**config.mk**
```make
export PLATFORM = sky130hd
export DESIGN_NAME = wor_duty_ctrl
export DESIGN_NICKNAME = d
export VERILOG_FILES = /design/src/rtl/wor_pkg.sv /design/src/rtl/wor_phase_cnt.sv /design/src/rtl/wor_cal_sched.sv /design/src/rtl/wor_stamp.sv /design/src/rtl/wor_duty_ctrl.sv
export SDC_FILE = /design/constraint.sdc
export NUM_CORES = 1
export LEC_CHECK = 0
export BUFFER_PORTS_ARGS = -buffer_cell sky130_fd_sc_hd__buf_2
export CAP_MARGIN = 30
export CORE_MARGIN = 4
export CORE_UTILIZATION = 55
export DETAILED_ROUTE_END_ITERATION = 8
export PLACE_DENSITY_LB_ADDON = 0.3
export SYNTH_ARGS = -nofsm -noshare
export SYNTH_HDL_FRONTEND = slang
export SYNTH_HIERARCHICAL = 1
export SYNTH_SLANG_ARGS = --single-unit
```
**constraint.sdc**
```tcl
create_clock -name clk -period 4.8 [get_ports clk]
set_clock_uncertainty 0.05 [all_clocks]
set_input_delay 0.48 -clock clk [delete_from_list [all_inputs] [get_ports clk]]
set_output_delay 0.48 -clock clk [all_outputs]
set_load 0.02 [all_outputs]
```
**src/rtl/wor_pkg.sv**
```systemverilog
package wor_pkg;
    typedef enum logic [2:0] {
        ST_SLEEP  = 3'd0,
        ST_SETTLE = 3'd1,
        ST_LISTEN = 3'd2,
        ST_RXHOLD = 3'd3,
        ST_CAL    = 3'd4
    } wor_state_t;
endpackage

```
**src/rtl/wor_phase_cnt.sv**
```systemverilog
module wor_phase_cnt #(
    parameter int W = 16
) (
    input  logic         clk,
    input  logic         rst_n,
    input  logic         clr,
    input  logic         tick,
    input  logic [W-1:0] limit,
    output logic         hit
);
    logic [W-1:0] cnt;
    logic [W:0]   eff_lim;
    logic [W:0]   cnt_inc;

    always_comb begin
        eff_lim = (limit == '0) ? (W+1)'(1) : {1'b0, limit};
        cnt_inc = {1'b0, cnt} + (W+1)'(1);
        hit     = tick && (cnt_inc >= eff_lim);
    end

    always_ff @(posedge clk) begin
        if (!rst_n)     cnt <= '0;
        else if (clr)   cnt <= '0;
        else if (tick)  cnt <= cnt + 1'b1;
    end
endmodule

```
**src/rtl/wor_cal_sched.sv**
```systemverilog
module wor_cal_sched #(
    parameter int CW = 8
) (
    input  logic          clk,
    input  logic          rst_n,
    input  logic          en,
    input  logic          wake,
    input  logic          cal_done,
    input  logic [CW-1:0] every,
    output logic          pending
);
    logic [CW-1:0] wake_cnt;
    logic [CW:0]   wake_inc;

    assign wake_inc = {1'b0, wake_cnt} + (CW+1)'(1);

    always_ff @(posedge clk) begin
        if (!rst_n || !en) begin
            wake_cnt <= '0;
            pending  <= 1'b0;
        end else begin
            if (cal_done) pending <= 1'b0;
            if (wake && (every != '0)) begin
                if (wake_inc >= {1'b0, every}) begin
                    pending  <= 1'b1;
                    wake_cnt <= '0;
                end else begin
                    wake_cnt <= wake_cnt + 1'b1;
                end
            end
        end
    end


    pend_hold_chk: assert property (@(posedge clk) disable iff (!rst_n || !en)
        pending && !cal_done |=> pending);
endmodule

```
**src/rtl/wor_stamp.sv**
```systemverilog
module wor_stamp #(
    parameter int SW = 16
) (
    input  logic          clk,
    input  logic          rst_n,
    input  logic          en,
    input  logic          tick,
    input  logic          capture,
    input  logic          rd,
    output logic [SW-1:0] ts_value,
    output logic          ts_valid,
    output logic          ts_ovf
);
    logic [SW-1:0] stamp;

    always_ff @(posedge clk) begin
        if (!rst_n || !en) begin
            stamp    <= '0;
            ts_value <= '0;
            ts_valid <= 1'b0;
            ts_ovf   <= 1'b0;
        end else begin
            stamp <= stamp + SW'(tick);
            if (capture) begin
                if (!ts_valid || rd) begin
                    ts_value <= stamp;
                    ts_valid <= 1'b1;
                    ts_ovf   <= 1'b0;
                end else begin
                    ts_ovf <= 1'b1;
                end
            end else if (rd) begin
                ts_valid <= 1'b0;
                ts_ovf   <= 1'b0;
            end
        end
    end


    ts_hold_chk: assert property (@(posedge clk) disable iff (!rst_n || !en)
        ts_valid && !rd |=> $stable(ts_value));

    ts_ovf_set_chk: assert property (@(posedge clk) disable iff (!rst_n || !en)
        capture && ts_valid && !rd |=> ts_ovf);
endmodule

```
**src/rtl/wor_duty_ctrl.sv**
```systemverilog
module wor_duty_ctrl
    import wor_pkg::*;
#(
    parameter int TW           = 16,
    parameter int LW           = 8,
    parameter int CW           = 8,
    parameter int SW           = 16,
    parameter int SETTLE_TICKS = 4
) (
    input  logic          clk,
    input  logic          rst_n,
    input  logic          enable,
    input  logic          slow_tick,
    input  logic [TW-1:0] sleep_ticks,
    input  logic [LW-1:0] listen_ticks,
    input  logic [CW-1:0] cal_every,
    input  logic          pkt_valid,
    input  logic          pkt_done,
    input  logic          cal_ack,
    input  logic          ts_read,
    output logic          rx_en,
    output logic          cal_req,
    output logic [2:0]    fsm_state,
    output logic [SW-1:0] ts_value,
    output logic          ts_valid,
    output logic          ts_ovf
);
    localparam int CNTW = (TW > LW) ? TW : LW;

    wor_state_t      state, nxt;
    logic [CNTW-1:0] lim;
    logic            phase_hit;
    logic            wake;
    logic            capture;
    logic            cal_pend;
    logic            cal_done;

    always_comb begin
        unique case (state)
            ST_SLEEP:  lim = CNTW'(sleep_ticks);
            ST_SETTLE: lim = CNTW'(SETTLE_TICKS);
            ST_LISTEN: lim = CNTW'(listen_ticks);
            default:   lim = '0;
        endcase
    end

    wor_phase_cnt #(.W(CNTW)) u_phase (
        .clk   (clk),
        .rst_n (rst_n),
        .clr   (!enable || (nxt != state)),
        .tick  (slow_tick),
        .limit (lim),
        .hit   (phase_hit)
    );

    always_comb begin
        nxt     = state;
        wake    = 1'b0;
        capture = 1'b0;
        unique case (state)
            ST_SLEEP: begin
                if (cal_pend) begin
                    nxt = ST_CAL;
                end else if (phase_hit) begin
                    nxt  = ST_SETTLE;
                    wake = 1'b1;
                end
            end
            ST_SETTLE: if (phase_hit) nxt = ST_LISTEN;
            ST_LISTEN: begin
                if (pkt_valid) begin
                    nxt     = ST_RXHOLD;
                    capture = 1'b1;
                end else if (phase_hit) begin
                    nxt = ST_SLEEP;
                end
            end
            ST_RXHOLD: if (pkt_done) nxt = ST_SLEEP;
            ST_CAL:    if (cal_ack)  nxt = ST_SLEEP;
            default:   nxt = ST_SLEEP;
        endcase
        if (!enable) begin
            nxt     = ST_SLEEP;
            wake    = 1'b0;
            capture = 1'b0;
        end
    end

    assign cal_done = enable && (state == ST_CAL) && cal_ack;

    always_ff @(posedge clk) begin
        if (!rst_n) state <= ST_SLEEP;
        else        state <= nxt;
    end

    always_comb begin
        rx_en     = (state == ST_SETTLE) || (state == ST_LISTEN) || (state == ST_RXHOLD);
        cal_req   = (state == ST_CAL);
        fsm_state = state;
    end

    wor_cal_sched #(.CW(CW)) u_cal (
        .clk      (clk),
        .rst_n    (rst_n),
        .en       (enable),
        .wake     (wake),
        .cal_done (cal_done),
        .every    (cal_every),
        .pending  (cal_pend)
    );

    wor_stamp #(.SW(SW)) u_stamp (
        .clk      (clk),
        .rst_n    (rst_n),
        .en       (enable),
        .tick     (slow_tick),
        .capture  (capture),
        .rd       (ts_read),
        .ts_value (ts_value),
        .ts_valid (ts_valid),
        .ts_ovf   (ts_ovf)
    );


    disable_sleep_chk: assert property (@(posedge clk) disable iff (!rst_n)
        !enable |=> (state == ST_SLEEP) && !rx_en && !ts_valid);

    listen_to_rx_chk: assert property (@(posedge clk) disable iff (!rst_n || !enable)
        (state == ST_LISTEN) && pkt_valid |=> (state == ST_RXHOLD));

    rx_hold_chk: assert property (@(posedge clk) disable iff (!rst_n || !enable)
        (state == ST_RXHOLD) && !pkt_done |=> (state == ST_RXHOLD));

    cal_entry_chk: assert property (@(posedge clk) disable iff (!rst_n)
        $rose(cal_req) |-> ($past(state) == ST_SLEEP));
endmodule

```
[Word-level counts from Yosys, hierarchy flattened]
Cells that the tools add are included.
Operators by class
  bitwise operators: 1
  add/subtract/negate cells: 5
  multiplexer cells: 27
  eq/ne operators: 6
  magnitude comparators: 2
  reductions and logical operators: 19
Operator list (number)
  case mux 16 bit (3 select lines): 1
  2-to-1 mux 3 bit: 8
  adder 16 x 1 -> 17 bit, second input constant: 1
  greater-or-equal comparator 17 bit: 1
  adder 16 x 1 -> 16 bit: 1
  adder 16 x 1 -> 16 bit, second input constant: 1
  logical NOT 16 bit: 1
  2-to-1 mux 16 bit: 1
  2-to-1 mux 1 bit: 15
  case mux 3 bit (5 select lines): 1
  adder 8 x 1 -> 9 bit, second input constant: 1
  greater-or-equal comparator 9 x 8 -> 1 bit: 1
  adder 8 x 1 -> 8 bit, second input constant: 1
  2-to-1 mux 8 bit: 1
  nonzero test 8 bit: 1
  equality test 3 x 2 -> 1 bit, second input constant: 2
  logical OR 1 bit: 5
  logical AND 1 bit: 4
  AND reduction 2 bit: 2
  equality test 3 x 1 -> 1 bit, second input constant: 1
  equality test 3 bit, second input constant: 1
  logical NOT 1 bit: 3
  logical NOT 3 bit: 1
  != test 3 bit: 1
  4 further kinds: 4
Storage, ports and cells
  input bits: 40
  register bits after elaboration: 62

[Longest topological paths before layout]
  depth after elaboration: 13
  depth in mapped cells: 20
  gate-level depth less buffers: 17

[Modules after synthesis]
The synthesis kept the hierarchy.
Modules (own cells, without submodules)
  wor_stamp: cells each 167, area an instance 1428.9 µm², instances 1
  wor_phase_cnt: cells each 174, area an instance 1377.6 µm², instances 1
  wor_cal_sched: cells each 91, area an instance 740.7 µm², instances 1
  wor_duty_ctrl: cells each 67, area an instance 459.2 µm², instances 1

[Worst setup path after synthesis]
Ideal clock, no wire load.
  path type: register to register
  start point: reg u_phase.cnt[0]
  end point: reg u_phase.cnt[10]
  period minus slack after synthesis: 3.882 ns
  data required time: 4.622 ns
  arrival time: 3.704 ns
  stages on the path, launching flop included: 19
  setup slack: 0.918 ns
  cells stage by stage: dfxtp_1 > ha_1 > nand3_1 > nor4_4 > nand3_1 > xnor2_1 > ha_1 > nand3_1 > nor3_1 > a221oi_1 > a41oi_1 > or3b_1 > a21oi_1 > o21ai_1 > nand4_1 > nand2b_1 > clkbuf_1 > clkbuf_1 > nor2_1
On the way
  longest elaborated chain between the ends: 10
  elaborated cells on any way between the ends: 14
  those cells by class: 2 x add/sub; 1 x order compare; 1 x eq/ne; 7 x mux; 3 x reduce/logical
RTL lines
  start: declaration: RTL line wor_phase_cnt.sv:11  | logic [W-1:0] cnt;
  start signal: assignment: RTL line wor_phase_cnt.sv:24  | else if (tick) cnt <= cnt + 1'b1;
  adder 16 x 1 -> 17 bit *: RTL line wor_phase_cnt.sv:17  | cnt_inc = {1'b0, cnt} + (W+1)'(1);
  named net u_phase.cnt_inc[14]: RTL line wor_phase_cnt.sv:13  | logic [W:0] cnt_inc;
  greater-or-equal comparator 17 bit *: RTL line wor_phase_cnt.sv:18  | hit = tick && (cnt_inc >= eff_lim);
  logical AND 1 bit *: RTL line wor_phase_cnt.sv:18
  named net phase_hit: RTL line wor_duty_ctrl.sv:32  | logic phase_hit;
  2-to-1 mux 3 bit (on tied branches): RTL line wor_duty_ctrl.sv:74, wor_duty_ctrl.sv:64
  2-to-1 mux 3 bit (on tied branches): RTL line wor_duty_ctrl.sv:71, wor_duty_ctrl.sv:62
  case mux 3 bit (5 select lines) *: RTL line wor_duty_ctrl.sv:60  | unique case (state)
  2-to-1 mux 3 bit *: RTL line wor_duty_ctrl.sv:82  | if (!enable) begin
  != test 3 bit *: RTL line wor_duty_ctrl.sv:50  | .clr (!enable || (nxt != state)),
  logical OR 1 bit *: RTL line wor_duty_ctrl.sv:50
  OR reduction 2 bit (no source line) *
Mark *: on every way through the listed nets, which the timed path passes. The rest lies on a longest branch.
A chain may end at the register's enable or synchronous reset.

[Final worst setup path]
  start point: reg u_phase.cnt[0]
  end point: reg u_cal.wake_cnt[4]
On the way
  longest elaborated chain between the ends: 8
RTL lines
  adder 16 x 1 -> 17 bit: RTL line wor_phase_cnt.sv:17
  named net u_phase.cnt_inc[14]: RTL line wor_phase_cnt.sv:13
  greater-or-equal comparator 17 bit: RTL line wor_phase_cnt.sv:18
  logical AND 1 bit: RTL line wor_phase_cnt.sv:18
  named net phase_hit: RTL line wor_duty_ctrl.sv:32
  2-to-1 mux 1 bit: RTL line wor_duty_ctrl.sv:64  | end else if (phase_hit) begin
  2-to-1 mux 1 bit: RTL line wor_duty_ctrl.sv:62  | if (cal_pend) begin
  2-to-1 mux 1 bit: RTL line wor_duty_ctrl.sv:60
  2-to-1 mux 1 bit: RTL line wor_duty_ctrl.sv:82
  named net wake: RTL line wor_duty_ctrl.sv:33  | logic wake;
  logical AND 1 bit: RTL line wor_cal_sched.sv:23  | if (wake && (every != '0)) begin
  end signal: assignment: RTL line wor_cal_sched.sv:28  | wake_cnt <= wake_cnt + 1'b1;
  end: declaration: RTL line wor_cal_sched.sv:12  | logic [CW-1:0] wake_cnt;
The timed path passes the listed nets, and every way through them passes these cells.

==> metrics.log <==
INFO  metric outcome = finished, final reports clean
INFO  metric diodes = 0
INFO  metric worst-slew-pin-transition = 0.8882 ns
INFO  metric netlist.area_leader.share = 30.98%
INFO  metric fraction_of_final_layout_cells_with_drive_strength_greater_than_1 = around 17%
INFO  metric drt.antenna.violating_nets = 0
INFO  metric endpoint_kind = flip-flop
INFO  metric hold_violations = 0
INFO  metric power_report.internal_total = roughly 0.85 mW
INFO  metric avg_wl_per_cell = roughly 15 microns
INFO  metric clock_power_share = 47.4%
INFO  metric worstSetupPathType = reg -> reg
INFO  metric yosysSeqAreaShare = 30.98%
INFO  metric worstSkewPairLatency = roughly 0.34 ns
INFO  metric post_cts.repair.setup_buffers = 0
INFO  metric clock_tree.buffer_depth = 2
INFO  metric avgSynthCellArea = 8.029 sq um
INFO  metric pwr_density_cell = 242.7 mW/mm^2
INFO  metric start_kind = flip-flop
INFO  metric cts_tree = yes
INFO  metric max_slew_headroom = about two fifths
INFO  metric worst_vdd_ir = 0.1398 mV
INFO  metric core_area = roughly 0.0069 sq mm
INFO  metric cts.sink_count = a little over 60
INFO  metric ctsHtreeMaxLevel = 3
INFO  metric hold_path_class = in -> reg
INFO  metric postCtsHoldBufs = 0
INFO  metric globalRoute.totalOverflow = 0
INFO  metric timing.hold.ws = 0.3112 ns
INFO  metric max-cap-violations = 0
INFO  metric timing.critical_path.fanout_max = 13
INFO  metric synth_common_cells = sky130_fd_sc_hd__dfxtp_1, sky130_fd_sc_hd__a21oi_1, sky130_fd_sc_hd__nand2_1, sky130_fd_sc_hd__nor2_1, sky130_fd_sc_hd__nand3_1
INFO  metric vias = around 3800
INFO  metric synth_warnings = 6
INFO  metric synth.most_common_cell = sky130_fd_sc_hd__dfxtp_1
INFO  metric place_congestion = between 0.8 and 0.9
INFO  metric synth-edff-count = 0
INFO  metric fmax = between 0.2 and 0.25 GHz
INFO  metric number_of_cells_produced_by_synthesis = approximately 500
INFO  metric numCtsBuffers = 9
INFO  metric fillerInstances = 608
INFO  metric antenna_found_initial = 0
INFO  metric seq_power_share = 46.6%
INFO  metric cts-root-buf = sky130_fd_sc_hd__clkbuf_8
INFO  metric ys.flop_type = sky130_fd_sc_hd__dfxtp_1
INFO  metric p_leak = 1.907 nW
INFO  metric wl = 9456 microns
INFO  metric mappedNetlistArea = 0.004006 sq mm
INFO  metric grt_util_all_layers = 22.53%
INFO  metric layout_worst_path_cycle_share = 89.71%
INFO  metric setup_viol = 0
INFO  metric die_h = 93.35 microns
INFO  metric post_cts_resized = 0
INFO  metric layout_min_cycle_time = 4.306 ns
INFO  metric worst_ep_arrival_time = 4.52 ns
INFO  metric switchingPower = between 0.2 and 0.3 mW
INFO  metric finalNetCount = 619
INFO  metric final_report_max_slew_violation_count = 0
INFO  metric cp.required = about 5.0 ns
INFO  metric vias_in_the_first_global_route = 3567
INFO  metric asyncSetResetFlopFracSynth = 0%
INFO  metric final.setup.tns = 0 ns
INFO  metric floorplan.die.width = 93.35 microns
INFO  metric synth_area_leaders = sky130_fd_sc_hd__dfxtp_1, sky130_fd_sc_hd__ha_1, sky130_fd_sc_hd__a21oi_1
INFO  metric grt_start_max_net_pins = 28
INFO  metric die_area = between 0.008 and 0.009 sq mm
INFO  metric p_comb_share = under 10%
INFO  metric power.switching_fraction = ~23%
INFO  metric drtPass1Iterations = 5
INFO  metric syn-num-nets = 568
INFO  metric clock_transition_time_at_the_flip_flop_clock_pins_of_the_worst_setup_and_hold_paths = 0.07 ns
INFO  metric drt_iter0_markers = 178
INFO  metric netlist-cell-type-count = 56
INFO  metric placementRows = 30
INFO  metric area_growth_syn_to_layout = 14.15%
INFO  metric grt_setup_unrepaired = no
INFO  metric yosys_register_bits = 62
INFO  metric top_level_ports = 63
INFO  metric detail_route.drc_violations = 0
INFO  metric place.port_buffers = 62
INFO  metric hpwlAfterDp = 7142 microns
INFO  metric synth.largest_area_cell = sky130_fd_sc_hd__dfxtp_1
INFO  metric routed_via_density = a little under 6
INFO  metric initial_utilization = 57.69%
INFO  metric global_route_wire_length_before_repair = ~16000 microns
-- state kept, by name, indices dropped and copies added (netlist names) --
signal and flops:
u_phase/cnt 16, u_stamp/stamp 16, u_stamp/ts_value 16, u_cal/wake_cnt 8, fsm_state 3, u_cal/pending 1
u_stamp/ts_ovf 1, u_stamp/ts_valid 1
-- worst paths after layout --
| path | endpoint | startpoint | depth (start not counted) | slack [ns] |
|---|---|---|---|---|
| max | u_cal/wake_cnt[4]$_SDFFE_PP0P_ | u_phase/cnt[0]$_SDFFE_PP0P_ | 14 | 0.49 |
| min | fsm_state[1]$_SDFF_PN0_ | pkt_done | 2 | 0.31 |
| max reg2reg | u_cal/wake_cnt[4]$_SDFFE_PP0P_ | u_phase/cnt[0]$_SDFFE_PP0P_ | 14 | 0.49 |
| min reg2reg | u_stamp/ts_value[14]$_SDFFE_PP0P_ | u_stamp/ts_value[14]$_SDFFE_PP0P_ | 2 | 0.42 |
-- routing by layer --
layer | GRT usage [%] | wire, microns
met1 | 29.36 | 4249
met2 | 37.16 | 4636
met3 | 3.218 | 412
met4 | 9.402 | 157
met5 | 0 | 0
-- power by group through the flow --
stage / registers [mW] / logic [mW] / clock network (mW)
after floorplan: 0.528 / 0.0379 / 0
after global placement: 0.529 / 0.0640 / 0
after detailed placement: 0.529 / 0.0661 / 0
after CTS: 0.517 / 0.0666 / 0.536
after global routing: 0.517 / 0.0757 / 0.557
final: 0.517 / 0.0667 / 0.526
-- metrics by stage --
stage / setup WS, ns / cells / power [mW] / cell area, sq um / util (%)
finish: 0.4937 / 651 / 1.110 / 4573 / 65.86
global route: 0.07495 / 651 / 1.149 / 4573 / 65.86
CTS: 0.4186 / 651 / 1.120 / 4571 / 65.82
detailed placement: 0.4180 / 635 / 0.5950 / 4339 / 62.49
global placement: 0.7392 / 635 / 0.5927 / 4339 / 62.49
floorplan: 0.9184 / 499 / 0.5663 / 4006 / -
-- area by class of cell --
cell class	instances	area (sq um)	share of cell area, %
flip-flops and latches	62	1241	27.14
repair buffers	65	332.8	7.278
well taps	96	120.1	2.627
clock inverters	6	93.84	2.052
multi-input cells	379	2524	55.18
inverters	33	123.9	2.709
clock buffers	10	137.6	3.010
-- layout by cell type, fill, tap and decap left out, types with 2 or more instances in the layout --
| cell type | instances |
|---|---|
| sky130_fd_sc_hd__nand2_1 | 38 |
| sky130_fd_sc_hd__o21ai_0 | 25 |
| sky130_fd_sc_hd__nand4b_1 | 2 |
| sky130_fd_sc_hd__o31ai_1 | 6 |
| sky130_fd_sc_hd__a31oi_1 | 3 |
| sky130_fd_sc_hd__mux2i_1 | 13 |
| sky130_fd_sc_hd__nor4_4 | 2 |
| sky130_fd_sc_hd__a21oi_1 | 39 |
| sky130_fd_sc_hd__xnor2_1 | 15 |
| sky130_fd_sc_hd__nor2_1 | 38 |
| sky130_fd_sc_hd__a21o_1 | 4 |
| sky130_fd_sc_hd__xor2_1 | 20 |
| sky130_fd_sc_hd__nand3_1 | 36 |
| sky130_fd_sc_hd__and2_1 | 11 |
| sky130_fd_sc_hd__o21a_1 | 2 |
| sky130_fd_sc_hd__or3_1 | 6 |
| sky130_fd_sc_hd__bufinv_16 | 2 |
| sky130_fd_sc_hd__a32o_1 | 2 |
| sky130_fd_sc_hd__buf_2 | 62 |
| sky130_fd_sc_hd__dfxtp_1 | 62 |
| sky130_fd_sc_hd__nor4_1 | 9 |
| sky130_fd_sc_hd__and3_1 | 5 |
| sky130_fd_sc_hd__clkinv_4 | 2 |
| sky130_fd_sc_hd__ha_1 | 29 |
| sky130_fd_sc_hd__nor2b_1 | 6 |
| sky130_fd_sc_hd__inv_1 | 32 |
| sky130_fd_sc_hd__nand2b_1 | 7 |
| sky130_fd_sc_hd__and4_1 | 2 |
| sky130_fd_sc_hd__o21ai_1 | 7 |
| sky130_fd_sc_hd__buf_4 | 3 |
| sky130_fd_sc_hd__nand4_1 | 15 |
| sky130_fd_sc_hd__or4_1 | 6 |
| sky130_fd_sc_hd__clkbuf_8 | 10 |
| sky130_fd_sc_hd__nor3_1 | 8 |
| sky130_fd_sc_hd__nand3_2 | 2 |
-- worst max-delay path, stage by stage, from the launching register on --
cell and delay [ns]:
sky130_fd_sc_hd__dfxtp_1 0.47, sky130_fd_sc_hd__ha_1 0.28, sky130_fd_sc_hd__nand3_1 0.24, sky130_fd_sc_hd__nor4_4 0.30, sky130_fd_sc_hd__nand3_1 0.14, sky130_fd_sc_hd__xnor2_1 0.16, sky130_fd_sc_hd__ha_1 0.30, sky130_fd_sc_hd__nand3_1 0.10
sky130_fd_sc_hd__nor3_1 0.29, sky130_fd_sc_hd__a221oi_1 0.13, sky130_fd_sc_hd__a41oi_1 0.48, sky130_fd_sc_hd__and4b_1 0.30, sky130_fd_sc_hd__o21ai_1 0.29, sky130_fd_sc_hd__or4b_1 0.55, sky130_fd_sc_hd__a31oi_1 0.18
-- logic make-up after synthesis --
| family | share of synthesized area, % |
|---|---|
| AO/OA/AOI/OAI | 14.52 |
| multiplexers | 3.248 |
| buffers and inverters | 6.090 |
| XOR/XNOR | 7.652 |
| flip-flops | 30.98 |
| adder cells (fa/ha/maj) | 9.057 |
| AND/OR/NAND/NOR | 28.45 |
Note: power is estimated with default switching activity, not from simulation.
